$ cat config.mk
export PLATFORM = sky130hd
export DESIGN_NAME = irq_gather
export DESIGN_NICKNAME = d
export VERILOG_FILES = /design/src/rtl/irqg_pkg.sv /design/src/rtl/irqg_sync.sv /design/src/rtl/irqg_regs.sv /design/src/rtl/irqg_combine.sv /design/src/rtl/irq_gather.sv
export SDC_FILE = /design/constraint.sdc
export NUM_CORES = 1
export LEC_CHECK = 0
export BUFFER_PORTS_ARGS = -buffer_cell sky130_fd_sc_hd__buf_4
export CORE_MARGIN = 3
export CORE_UTILIZATION = 23
export CTS_BUF_LIST = sky130_fd_sc_hd__clkbuf_8
export CTS_CLUSTER_SIZE = 40
export DETAILED_ROUTE_END_ITERATION = 8
export GPL_ROUTABILITY_DRIVEN = 0
export PLACE_DENSITY_LB_ADDON = 0.15
export REMOVE_ABC_BUFFERS = 1
export SETUP_SLACK_MARGIN = 0.3
export SKIP_LAST_GASP = 1
export SYNTH_ARGS = -nofsm -noshare
export SYNTH_HDL_FRONTEND = slang
export SYNTH_SLANG_ARGS = --single-unit
export TNS_END_PERCENT = 30
$ cat constraint.sdc
create_clock -name clk -period 1.25 [get_ports clk]
set_clock_uncertainty 0.05 [all_clocks]
set_input_delay 0.125 -clock clk [delete_from_list [all_inputs] [get_ports clk]]
set_output_delay 0.125 -clock clk [all_outputs]
set_load 0.02 [all_outputs]
$ cat src/rtl/irqg_pkg.sv
package irqg_pkg;
  localparam int DATA_W   = 16;
  localparam int SRC_N    = 7;
  localparam int RSV_BIT  = 7;
  localparam int MASK_LSB = 8;
  localparam int SW_BIT   = 15;
endpackage

$ cat src/rtl/irqg_sync.sv
module irqg_sync #(
  parameter int WIDTH  = 7,
  parameter int STAGES = 2
) (
  input  logic             clk,
  input  logic             rst_n,
  input  logic [WIDTH-1:0] d_in,
  output logic [WIDTH-1:0] d_out
);
  logic [WIDTH-1:0] stage_q [STAGES];

  generate
    for (genvar s = 0; s < STAGES; s++) begin : g_stage
      if (s == 0) begin : g_first
        always_ff @(posedge clk or negedge rst_n)
          if (!rst_n) stage_q[0] <= '0;
          else        stage_q[0] <= d_in;
      end else begin : g_next
        always_ff @(posedge clk or negedge rst_n)
          if (!rst_n) stage_q[s] <= '0;
          else        stage_q[s] <= stage_q[s-1];
      end
    end
  endgenerate

  assign d_out = stage_q[STAGES-1];
endmodule

$ cat src/rtl/irqg_regs.sv
module irqg_regs
  import irqg_pkg::*;
#(
  parameter int              ADDR_W   = 8,
  parameter logic [ADDR_W-1:0] REG_ADDR = 8'h20
) (
  input  logic              clk,
  input  logic              rst_n,
  input  logic [ADDR_W-1:0] bus_addr,
  input  logic              bus_rd,
  input  logic              bus_wr,
  input  logic [DATA_W-1:0] bus_wdata,
  input  logic [SRC_N-1:0]  status,
  output logic [SRC_N-1:0]  mask_q,
  output logic              sw_q,
  output logic [DATA_W-1:0] rdata_q
);
  logic              hit;
  logic [DATA_W-1:0] word;

  assign hit = (bus_addr == REG_ADDR);

  always_ff @(posedge clk or negedge rst_n) begin
    if (!rst_n) begin
      mask_q <= '1;
      sw_q   <= 1'b0;
    end else if (bus_wr && hit) begin
      mask_q <= bus_wdata[MASK_LSB +: SRC_N];
      sw_q   <= bus_wdata[SW_BIT];
    end
  end

  always_comb begin
    word                     = '0;
    word[SRC_N-1:0]          = status;
    word[MASK_LSB +: SRC_N]  = mask_q;
    word[SW_BIT]             = sw_q;
  end

  always_ff @(posedge clk or negedge rst_n) begin
    if (!rst_n)              rdata_q <= '0;
    else if (bus_rd && hit)  rdata_q <= word;
    else                     rdata_q <= '0;
  end
endmodule

$ cat src/rtl/irqg_combine.sv
module irqg_combine #(
  parameter int WIDTH = 7
) (
  input  logic             clk,
  input  logic             rst_n,
  input  logic [WIDTH-1:0] status,
  input  logic [WIDTH-1:0] mask,
  input  logic             sw,
  output logic             irq_q
);
  logic [WIDTH-1:0] live;
  assign live = status & ~mask;

  always_ff @(posedge clk or negedge rst_n)
    if (!rst_n) irq_q <= 1'b0;
    else        irq_q <= (|live) | sw;
endmodule

$ cat src/rtl/irq_gather.sv
module irq_gather
  import irqg_pkg::*;
#(
  parameter int                ADDR_W      = 8,
  parameter logic [ADDR_W-1:0] REG_ADDR    = 8'h20,
  parameter int                SYNC_STAGES = 2
) (
  input  logic              clk,
  input  logic              rst_n,
  input  logic [ADDR_W-1:0] bus_addr,
  input  logic              bus_rd,
  input  logic              bus_wr,
  input  logic [15:0]       bus_wdata,
  output logic [15:0]       bus_rdata,
  input  logic [6:0]        src_in,
  output logic              irq_out
);
  logic [SRC_N-1:0] status_w;
  logic [SRC_N-1:0] mask_w;
  logic             sw_w;

  irqg_sync #(.WIDTH(SRC_N), .STAGES(SYNC_STAGES)) u_sync (
    .clk(clk), .rst_n(rst_n), .d_in(src_in), .d_out(status_w)
  );

  irqg_regs #(.ADDR_W(ADDR_W), .REG_ADDR(REG_ADDR)) u_regs (
    .clk(clk), .rst_n(rst_n), .bus_addr(bus_addr), .bus_rd(bus_rd),
    .bus_wr(bus_wr), .bus_wdata(bus_wdata), .status(status_w),
    .mask_q(mask_w), .sw_q(sw_w), .rdata_q(bus_rdata)
  );

  irqg_combine #(.WIDTH(SRC_N)) u_comb (
    .clk(clk), .rst_n(rst_n), .status(status_w), .mask(mask_w),
    .sw(sw_w), .irq_q(irq_out)
  );
endmodule

==> metrics.md, run 1 <==
| Metric | Value |
|---|---|
| Overall Global Routing Usage | 0.08226 |
| Register bit total from synthesis | 38 |
| LEAKAGE | 0.9010 nW |
| Final hold vios | 0 |
| Status | finished clean |
| Slew Viols, Final | 0 |
| Worst hold endpoint | u_regs.mask_q[4]$_DFFE_PN1P_ |
| Mapped Area | 1299 sq um |
| Hold Path Stages | 2 |
| PortBufs | 42 |
| Site row count | 26 |
| Vias | 739 |
| Share of layout cells above drive strength 1 | 0.5224 |
| CP endpoint kind | flop |
| DR WL/cell | 11.86 um |
| Worst Setup Start Kind | flop |
| Post-synthesis async set-or-reset flop share | 1.000 |
| R2R Setup Slk | 0.03 ns |
| Hold Crit Start | bus_wdata[12] |
| First-pass GRT wire length | 3864 um |
| Antenna violations before repair | 0 |
| Cells taking the most area after synthesis | dfrtp_1, dfstp_2, and2_1 |
| Drt first-iter violations | 25 |
| Placed cell areas | 1683 sq um |
| Syn Inst Count | 78 |
| Area Overhead vs Synth | 46.72% |
| Final Setup Violations | 0 |
| Remaining Overflow, GRT | 0 |
| Peak VDD IR | 0.4019 mV |
| WL final | 2419 um |
| Post-synth top cells | dfrtp_1, and2_1, mux2_2 |
| Area occupied by multi-input gates | 334.1 sq um |
| WS Path Type | reg -> reg |
| Postcts setup bufs | 0 |
| Die Y | 81.15 um |
| RSZ-0062 raised after global routing | true |
| Top FF cell, synth | dfrtp_1 |
| CTS tree | yes |
| Sequential cell area | 959.7 sq um |
| Synth cell types | 17 |
| Largest area contributor in the netlist | dfrtp_1 |
| Final instance area | 1906 sq um |
| Crit path DAT | 1.32 ns |
| Final Critical Period | 1.215 ns |
| TritonCTS buffer count | 5 |
| Die area | 6585 sq um |
| Post-DRT Antenna Nets | 0 |
| CTS sink count | 38 |
| Routed vias/inst | 3.623 |
| Worst-path fanout max | 3 |
| Initial Util | 0.2464 |
| F_max | 823.0 MHz |
| Reg2reg path depth | 3 |
| TritonRoute pass-1 iters | 4 |
| Number of synthesized flops with an enable pin | 0 |
| Reg2reg start | u_regs.mask_q[6]$_DFFE_PN1P_ |
| Ant diodes | 0 |
| Largest net degree at the start of global routing | 39 |
| Number of global-route vias before repair | 789 |
| Post-synth top area share | 0.5973 |
| Max_cap viols | 0 |
| Clock Tree Root | clkbuf_8 |
| Crit share post-route | 0.9721 |
| Clk buf depth | 2 |
| Type of the worst min-delay path | in -> reg |
| DR DRC count | 0 |
| Fillers | 523 |
| IO Pins | 52 |
| Power Dens Cells | 1198 nW/um^2 |
| Latest clock arrival within the worst-skew pair | 0.28 ns |
| Core ar. | 5270 sq um |
| Sequential area share after synthesis | 0.7389 |
| Final net count | 168 |
| Power, Total | 0.002284 W |
| # H-tree levels | 2 |
| Reg clk slew, reported paths | 0.07 ns |
| YS warnings | 0 |
| Worst path required time | 1.36 ns |
| Count leader, synth | dfrtp_1 |
| Mean post-synth cell area | 16.65 sq um |
| Critical R2R Capture | u_comb.irq_q$_DFF_PN0_ |
| Die W | 81.15 um |
[where the power goes]
part	leakage [nW]	switching, W	total, W	internal [W]
clock network	0.0524	0.000402	0.000838	0.000436
logic	0.381	0.0000639	0.000155	0.0000913
registers	0.468	0.0000165	0.00129	0.00127
[through the flow]
step	setup WS, ns	utilization	cells	hold WS [ns]	setup TNS (ns)
floorplan	0.06504	-	76	-0.2206	0
global placement	-0.1040	0.3193	188	0.05880	-0.1199
detailed placement	-0.1160	0.3193	188	0.06146	-0.1689
CTS	-0.002931	0.3559	204	0.01038	-0.002931
global route	-0.06048	0.3616	204	0.008765	-0.06048
finish	0.03492	0.3616	204	0.02191	0
[flip-flops by register name, indices dropped and copies added, names as in the netlist]
signal,count
u_regs.rdata_q,15
u_regs.mask_q,7
u_sync.d_out,7
u_sync.stage_q,7
u_comb.irq_q,1
u_regs.sw_q,1
[metal layers]
layer / vias to the layer above / global-route usage / share of wire
met5: - / 0 / 0
met4: 0 / 0.04561 / 0.026
li1: 359 / - / -
met1: 349 / 0.09338 / 0.39
met2: 26 / 0.1305 / 0.51
met3: 5 / 0.03437 / 0.071
[placed cells by master (no fill, tap or decap)]
cell	Yosys	routed
buf_6	1	8
nor4_4	1	1
nor4b_4	1	1
nand3_4	1	1
nand4_1	1	1
clkinv_2	0	1
dlygate4sd3_1	0	8
a2111oi_4	0	1
mux2_2	8	8
dfrtp_1	31	31
clkbuf_8	0	6
nor2b_1	3	2
and3_4	1	1
nand2b_1	2	2
a21oi_1	1	1
and2_1	15	15
conb_1	1	1
buf_4	1	34
nor2b_2	0	1
inv_1	2	3
dfstp_2	7	7
[cell families after synthesis]
logic type	synth area share
other	0.002887
buffers and inverters	0.02023
flip-flops	0.7389
AND/OR/NAND/NOR	0.1580
AO/OA/AOI/OAI	0.01059
multiplexers	0.06937
[worst max-delay path by stage]
| stage | depth (start not counted) | slack, ns | start | to |
|---|---|---|---|---|
| after detailed placement | 3 | -0.12 | u_regs.mask_q[1]$_DFFE_PN1P_ | u_comb.irq_q$_DFF_PN0_ |
| after CTS | 3 | -0.003 | u_regs.mask_q[1]$_DFFE_PN1P_ | u_comb.irq_q$_DFF_PN0_ |
| final | 3 | 0.03 | u_regs.mask_q[6]$_DFFE_PN1P_ | u_comb.irq_q$_DFF_PN0_ |
| after floorplan | 3 | 0.07 | u_regs.mask_q[1]$_DFFE_PN1P_ | u_comb.irq_q$_DFF_PN0_ |
| after global placement | 3 | -0.10 | u_regs.mask_q[1]$_DFFE_PN1P_ | u_comb.irq_q$_DFF_PN0_ |
| after global routing | 3 | -0.06 | u_regs.mask_q[6]$_DFFE_PN1P_ | u_comb.irq_q$_DFF_PN0_ |
[timing repair]
| action | CTS | global route |
|---|---|---|
| endpoints found under the setup margin | 18 | 28 |
| gates cloned | 0 | 0 |
| pin swaps | 0 | 4 |
| endpoints found under the hold margin | 38 | 0 |
| resized for setup | 6 | 6 |
| hold buffers | 8 | 0 |
[cell type report]
cell class	instances	area share
Multi-Input combinational cell	36	0.1753
Sequential cell	38	0.5036
Timing Repair Buffer	50	0.2232
Inverter	2	0.003940
Clock buffer	6	0.04334
Clock inverter	2	0.004596
Tap cell	70	0.04596
[worst max-delay path, stage by stage, from the launching register on]
cell and delay (ns):
dfstp_2 0.55, nor2b_2 0.06, a2111oi_4 0.32, nand4_1 0.12
(Power assumes the default switching activity.)
==> run 2: changes to the inputs <==
--- a/config.mk
+++ b/config.mk
@@ -6,6 +6,8 @@
 export NUM_CORES = 1
 export LEC_CHECK = 0
 export BUFFER_PORTS_ARGS = -buffer_cell sky130_fd_sc_hd__buf_4
+export CELL_PAD_IN_SITES_DETAIL_PLACEMENT = 1
+export CELL_PAD_IN_SITES_GLOBAL_PLACEMENT = 1
 export CORE_MARGIN = 3
 export CORE_UTILIZATION = 23
 export CTS_BUF_LIST = sky130_fd_sc_hd__clkbuf_8
@@ -14,7 +16,6 @@
 export GPL_ROUTABILITY_DRIVEN = 0
 export PLACE_DENSITY_LB_ADDON = 0.15
 export REMOVE_ABC_BUFFERS = 1
-export SETUP_SLACK_MARGIN = 0.3
 export SKIP_LAST_GASP = 1
 export SYNTH_ARGS = -nofsm -noshare
 export SYNTH_HDL_FRONTEND = slang
==> metrics.md, run 2 (synthesis gave the netlist of run 1 again) <==
| Metric | Value |
|---|---|
| CP endpoint kind | flop (unchanged) |
| CTS tree | yes (unchanged) |
| WL final | 2633 um (was 2419 um) |
| Placed cell count | 188 (unchanged) |
| Worst Setup Start Kind | flop (unchanged) |
| Worst setup margin | 0.01977 ns (was 0.03492 ns) |
| Critical path startpoint | u_regs.mask_q[6]$_DFFE_PN1P_ (unchanged) |
| Final Critical Period | 1.230 ns (was 1.215 ns) |
| Die area | 6585 sq um (unchanged) |
| # H-tree levels | 2 (unchanged) |
| Overall Global Routing Usage | 0.09044 (was 0.08226) |
| Initial Util | 0.2464 (unchanged) |
| Status | finished clean (unchanged) |
| Slew Viols, Final | 0 (unchanged) |
| Site row count | 26 (unchanged) |
| Largest net degree at the start of global routing | 39 (unchanged) |
| Power, Total | 0.002314 W (was 0.002284 W) |
| Vias | 772 (was 739) |
| TritonCTS buffer count | 5 (unchanged) |
| Area Overhead vs Synth | 45.28% (was 46.72%) |
| R2R Setup Slk | 0.02 ns (was 0.03 ns) |
| Crit share post-route | 0.9842 (was 0.9721) |
| Final instance area | 1887 sq um (was 1906 sq um) |
| Power Dens Cells | 1226 nW/um^2 (was 1198 nW/um^2) |
| IO Pins | 52 (unchanged) |
| WS Path Type | reg -> reg (unchanged) |
| Worst path required time | 1.36 ns (about the same) |
| Latest clock arrival within the worst-skew pair | 0.29 ns (was 0.28 ns) |
| Cell internal pwr | 0.001809 W (was 0.001801 W) |
| Register share of total power | 0.558 (was 0.565) |
| Routed vias/inst | 3.766 (was 3.623) |
| CTS sink count | 38 (unchanged) |
| Reg2reg start | u_regs.mask_q[6]$_DFFE_PN1P_ (unchanged) |
| Final Setup Violations | 0 (unchanged) |
| Type of the worst min-delay path | in -> reg (unchanged) |
| Final hold vios | 0 (unchanged) |
| Most frequent cells in the layout | buf_4, dfrtp_1, and2_1 (unchanged) |
| Final net count | 169 (was 168) |
| Hold_ws | 0.01563 ns (was 0.02191 ns) |
| LEAKAGE | 0.8945 nW (was 0.9010 nW) |
| Clock Tree Root | clkbuf_8 (unchanged) |
| Worst hold endpoint | u_regs.mask_q[6]$_DFFE_PN1P_ (was u_regs.mask_q[4]$_DFFE_PN1P_) |
| Clk buf depth | 2 (unchanged) |
| Ant diodes | 0 (unchanged) |
| Reg2reg path depth | 3 (unchanged) |
| Number of global-route vias before repair | 883 (was 789) |
| Crit path DAT | 1.34 ns (was 1.32 ns) |
| Post-Layout Cell Count | 205 (was 204) |
| Remaining Overflow, GRT | 0 (unchanged) |
| Switch share | 0.2182 (was 0.2112) |
| Critical R2R Capture | u_comb.irq_q$_DFF_PN0_ (unchanged) |
| Max reg flops | 15 (unchanged) |
| Dpl ws | -0.1189 ns (was -0.1160 ns) |
| Die W | 81.15 um (unchanged) |
| Hold Path Stages | 2 (unchanged) |
| Psw | 0.0005050 W (was 0.0004824 W) |
| Hold Crit Start | bus_wdata[14] (was bus_wdata[12]) |
| Placed cell areas | 1683 sq um (unchanged) |
| Reg clk slew, reported paths | 0.07 ns (about the same) |
| Worst-path fanout max | 3 (unchanged) |
| Core ar. | 5270 sq um (unchanged) |
| Commonest non-fill, non-tap cell in the layout | buf_4 (unchanged) |
| RSZ-0062 raised after global routing | true (unchanged) |
| Clk network pwr share | 0.375 (was 0.367) |
| PortBufs | 42 (unchanged) |
| First-pass GRT wire length | 4257 um (was 3864 um) |
| Antenna violations before repair | 0 (unchanged) |
| Post-DRT Antenna Nets | 0 (unchanged) |
| Die Y | 81.15 um (unchanged) |
| Share of layout cells above drive strength 1 | 0.5333 (was 0.5224) |
| TritonRoute pass-1 iters | 2 (was 4) |
| F_max | 812.9 MHz (was 823.0 MHz) |
| Drt first-iter violations | 40 (was 25) |
| Max_cap viols | 0 (unchanged) |
| DR WL/cell | 12.84 um (was 11.86 um) |
| Peak VDD IR | 0.4069 mV (was 0.4019 mV) |
| DR DRC count | 0 (unchanged) |
| Reg with most FFs | u_regs.rdata_q (unchanged) |
| Combinational share of power | 0.068 (about the same) |
==> run 2: stage by stage <==
| step | TNS, ns | utilization |
|---|---|---|
| 4_1_cts | -0.009425 | 0.3538 |
| 3_3_place_gp | -0.08280 | 0.3193 |
| 6_report | 0 | 0.3580 |
| 3_5_place_dp | -0.2692 | 0.3193 |
| 5_1_grt | -0.07699 | 0.3580 |
| 2_1_floorplan | 0 | - |
==> run 2: how the worst max path moves through the flow <==
stage | end | depth (start not counted)
2_1_floorplan | u_comb.irq_q$_DFF_PN0_ | 3
3_3_place_gp | u_comb.irq_q$_DFF_PN0_ | 3
3_5_place_dp | u_comb.irq_q$_DFF_PN0_ | 3
5_1_grt | u_comb.irq_q$_DFF_PN0_ | 3
6_report | u_comb.irq_q$_DFF_PN0_ | 3
4_1_cts | u_comb.irq_q$_DFF_PN0_ | 3
==> run 2: repair_timing <==
item,in CTS,in global routing
hold buffers,8,0
pin swaps,0,2
setup buffers,0,1
resized for setup,2,2
endpoints found under the setup margin,1,1
endpoints found under the hold margin,38,0
==> run 2: power groups by stage <==
stage	logic, W	clock network, W	registers [W]
floorplan	0.0000309	0	0.00131
global placement	0.000128	0	0.00131
detailed placement	0.000132	0	0.00131
CTS	0.000155	0.000910	0.00129
global route	0.000176	0.000969	0.00129
finish	0.000157	0.000867	0.00129
==> run 2: area by class of cell <==
type	instances	area (sq um)
sequential	38	959.7
fill	580	3383
tap	70	87.58
multi-input combinational	36	334.1
timing repair buffer	51	402.9
inverter	2	7.507
clock inverter	2	12.51
clock buffer	6	82.58
==> run 2: routing by layer <==
| layer | part of all wire | GRT usage |
|---|---|---|
| met1 | 0.37 | 0.09680 |
| met2 | 0.53 | 0.1527 |
| met3 | 0.065 | 0.03104 |
| met4 | 0.030 | 0.05574 |
| met5 | 0 | 0 |
==> run 2: worst max-delay path, stage by stage, from the launching register on <==
cell       delay (ns)
dfstp_2          0.55
nor2b_2          0.06
a2111oi_4        0.32
nand4_1          0.12
==> run 3: changes to the inputs <==
==> constraint.sdc (replaced) <==
create_clock -name clk -period 1.5 [get_ports clk]
set_clock_uncertainty 0.05 [all_clocks]
set_input_delay 0.15 -clock clk [delete_from_list [all_inputs] [get_ports clk]]
set_output_delay 0.15 -clock clk [all_outputs]
set_load 0.02 [all_outputs]
==> metrics.md, run 3 (synthesis gave the netlist of run 1 again) <==
| Metric | Value |
|---|---|
| Switch share | 0.1859 (was 0.2182) |
| Commonest non-fill, non-tap cell in the layout | buf_4 (unchanged) |
| Reg clk slew, reported paths | 0.08 ns (was 0.07 ns) |
| Drt first-iter violations | 50 (was 40) |
| IO Pins | 52 (unchanged) |
| Share of layout cells above drive strength 1 | 0.5224 (was 0.5333) |
| WL final | 2629 um (was 2633 um) |
| Slew Viols, Final | 0 (unchanged) |
| DR DRC count | 0 (unchanged) |
| LEAKAGE | 0.9117 nW (was 0.8945 nW) |
| Type of the worst min-delay path | in -> reg (unchanged) |
| Clk buf depth | 2 (unchanged) |
| Vias | 786 (was 772) |
| Cell internal pwr | 0.001845 W (was 0.001809 W) |
| Site row count | 26 (unchanged) |
| TritonCTS buffer count | 5 (unchanged) |
| Power, Total | 0.002266 W (was 0.002314 W) |
| Ant diodes | 0 (unchanged) |
| Combinational share of power | 0.055 (was 0.068) |
| Final net count | 168 (was 169) |
| First-pass GRT wire length | 4381 um (was 4257 um) |
| Hold Path Stages | 2 (unchanged) |
| Final Setup Violations | 0 (unchanged) |
| Setup tns final | 0 ns (unchanged) |
| Max reg flops | 15 (unchanged) |
| Placed cell count | 188 (unchanged) |
| CP endpoint kind | flop (unchanged) |
| CTS sink count | 38 (unchanged) |
| Fillers | 570 (was 580) |
| Number of global-route vias before repair | 893 (was 883) |
| Peak VDD IR | 0.6426 mV (was 0.4069 mV) |
| PortBufs | 42 (unchanged) |
| WS Path Type | reg -> reg (unchanged) |
| Crit share post-route | 0.8420 (was 0.9842) |
| R2R Setup Slk | 0.24 ns (was 0.02 ns) |
| TritonRoute pass-1 iters | 2 (unchanged) |
| Register share of total power | 0.474 (was 0.558) |
| Final Critical Period | 1.263 ns (was 1.230 ns) |
| Worst Setup Start Kind | flop (unchanged) |
| Crit path DAT | 1.37 ns (was 1.34 ns) |
| Worst hold endpoint | u_regs.mask_q[0]$_DFFE_PN1P_ (was u_regs.mask_q[6]$_DFFE_PN1P_) |
| Die Y | 81.15 um (unchanged) |
| F_max | 791.8 MHz (was 812.9 MHz) |
| Clock Tree Root | clkbuf_8 (unchanged) |
| Reg2reg path depth | 3 (unchanged) |
| RSZ-0062 raised after global routing | false (was true) |
| Routed vias/inst | 3.853 (was 3.766) |
| Core ar. | 5270 sq um (unchanged) |
| Reg2reg start | u_regs.mask_q[1]$_DFFE_PN1P_ (was u_regs.mask_q[6]$_DFFE_PN1P_) |
| CTS tree | yes (unchanged) |
| Die W | 81.15 um (unchanged) |
| Largest net degree at the start of global routing | 39 (unchanged) |
| DR WL/cell | 12.89 um (was 12.84 um) |
| Antenna violations before repair | 0 (unchanged) |
| Most frequent cells in the layout | buf_4, dfrtp_1, and2_1 (unchanged) |
| Final hold vios | 0 (unchanged) |
| Hold Crit Start | bus_wdata[8] (was bus_wdata[14]) |
| Die area | 6585 sq um (unchanged) |
| Post-Layout Cell Count | 204 (was 205) |
| Power Dens Cells | 1185 nW/um^2 (was 1226 nW/um^2) |
| Reg with most FFs | u_regs.rdata_q (unchanged) |
| # H-tree levels | 2 (unchanged) |
| Max_cap viols | 0 (unchanged) |
| Post-DRT Antenna Nets | 0 (unchanged) |
| Psw | 0.0004212 W (was 0.0005050 W) |
| Worst path required time | 1.61 ns (was 1.36 ns) |
| Area Overhead vs Synth | 47.21% (was 45.28%) |
| Dpl ws | 0.09099 ns (was -0.1189 ns) |
| Worst-path fanout max | 3 (unchanged) |
| Postcts setup bufs | 0 (unchanged) |
| Clk network pwr share | 0.471 (was 0.375) |
| Initial Util | 0.2464 (unchanged) |
| Overall Global Routing Usage | 0.09345 (was 0.09044) |
| Status | finished clean (unchanged) |
| Critical R2R Capture | u_comb.irq_q$_DFF_PN0_ (unchanged) |
| Worst setup margin | 0.2370 ns (was 0.01977 ns) |
| Latest clock arrival within the worst-skew pair | 0.29 ns (about the same) |
| Remaining Overflow, GRT | 0 (unchanged) |
==> run 3: changes by cell type in the layout (fill, tap and decap cells not counted), sizes merged <==
cell,change
clkinv,-1
buf,-1
bufinv,+2
clkinvlp,-1
==> run 3: how the worst max path moves through the flow <==
stage                                      start                     end  slack, ns  cells after the start
floorplan           u_regs.mask_q[1]$_DFFE_PN1P_  u_comb.irq_q$_DFF_PN0_       0.32                      3
global placement    u_regs.mask_q[1]$_DFFE_PN1P_  u_comb.irq_q$_DFF_PN0_       0.13                      3
detailed placement  u_regs.mask_q[1]$_DFFE_PN1P_  u_comb.irq_q$_DFF_PN0_       0.09                      3
CTS                 u_regs.mask_q[1]$_DFFE_PN1P_  u_comb.irq_q$_DFF_PN0_       0.08                      3
global route        u_regs.mask_q[1]$_DFFE_PN1P_  u_comb.irq_q$_DFF_PN0_       0.16                      3
finish              u_regs.mask_q[1]$_DFFE_PN1P_  u_comb.irq_q$_DFF_PN0_       0.24                      3
==> run 3: repair_timing <==
| action | CTS | global route |
|---|---|---|
| endpoints found under the setup margin | 0 | 1 |
| gates resized for setup | 0 | 2 |
| hold buffers | 8 | 0 |
| hold endpoints to repair | 38 | 0 |
==> run 3: stage by stage <==
step                      utilization  hold slack [ns]  instance area (sq um)
after floorplan                     -          -0.1956                   1280
after global placement         0.3193          0.08543                   1683
after detailed placement       0.3193          0.09777                   1683
after CTS                      0.3616          0.02463                   1906
after global routing           0.3628          0.02019                   1912
final                          0.3628          0.03599                   1912
==> run 3: power by group through the flow <==
stage | combinational (W) | clock (W) | sequential, W
2_1_floorplan | 0.0000258 | 0 | 0.00109
3_3_place_gp | 0.000107 | 0 | 0.00109
3_5_place_dp | 0.000111 | 0 | 0.00109
4_1_cts | 0.000128 | 0.00110 | 0.00107
5_1_grt | 0.000141 | 0.00116 | 0.00108
6_report | 0.000125 | 0.00107 | 0.00107
==> run 3: per-layer routing <==
layer | wire, um | part of all wire | up-vias | global-route usage
met4 | 93 | 0.035 | 0 | 0.06081
li1 | - | - | 358 | -
met3 | 154 | 0.059 | 9 | 0.03769
met1 | 999 | 0.38 | 391 | 0.09601
met2 | 1382 | 0.53 | 28 | 0.1568
met5 | 0 | 0 | - | 0
==> run 3: layout make-up <==
cell class              count  area, sq um  area share
clock inverters             2        60.06     0.03141
clock buffers               6        82.58     0.04319
multi-input cells          36        319.1      0.1669
well taps                  70        87.58     0.04581
flip-flops and latches     38        959.7      0.5020
repair buffers             50        395.4      0.2068
inverters                   2        7.507    0.003927
==> run 3: critical path, cell delays in order, from the launching register on <==
cell	delay (ns)
dfstp_2	0.54
nor2b_1	0.05
a2111oi_2	0.37
nand4_1	0.12
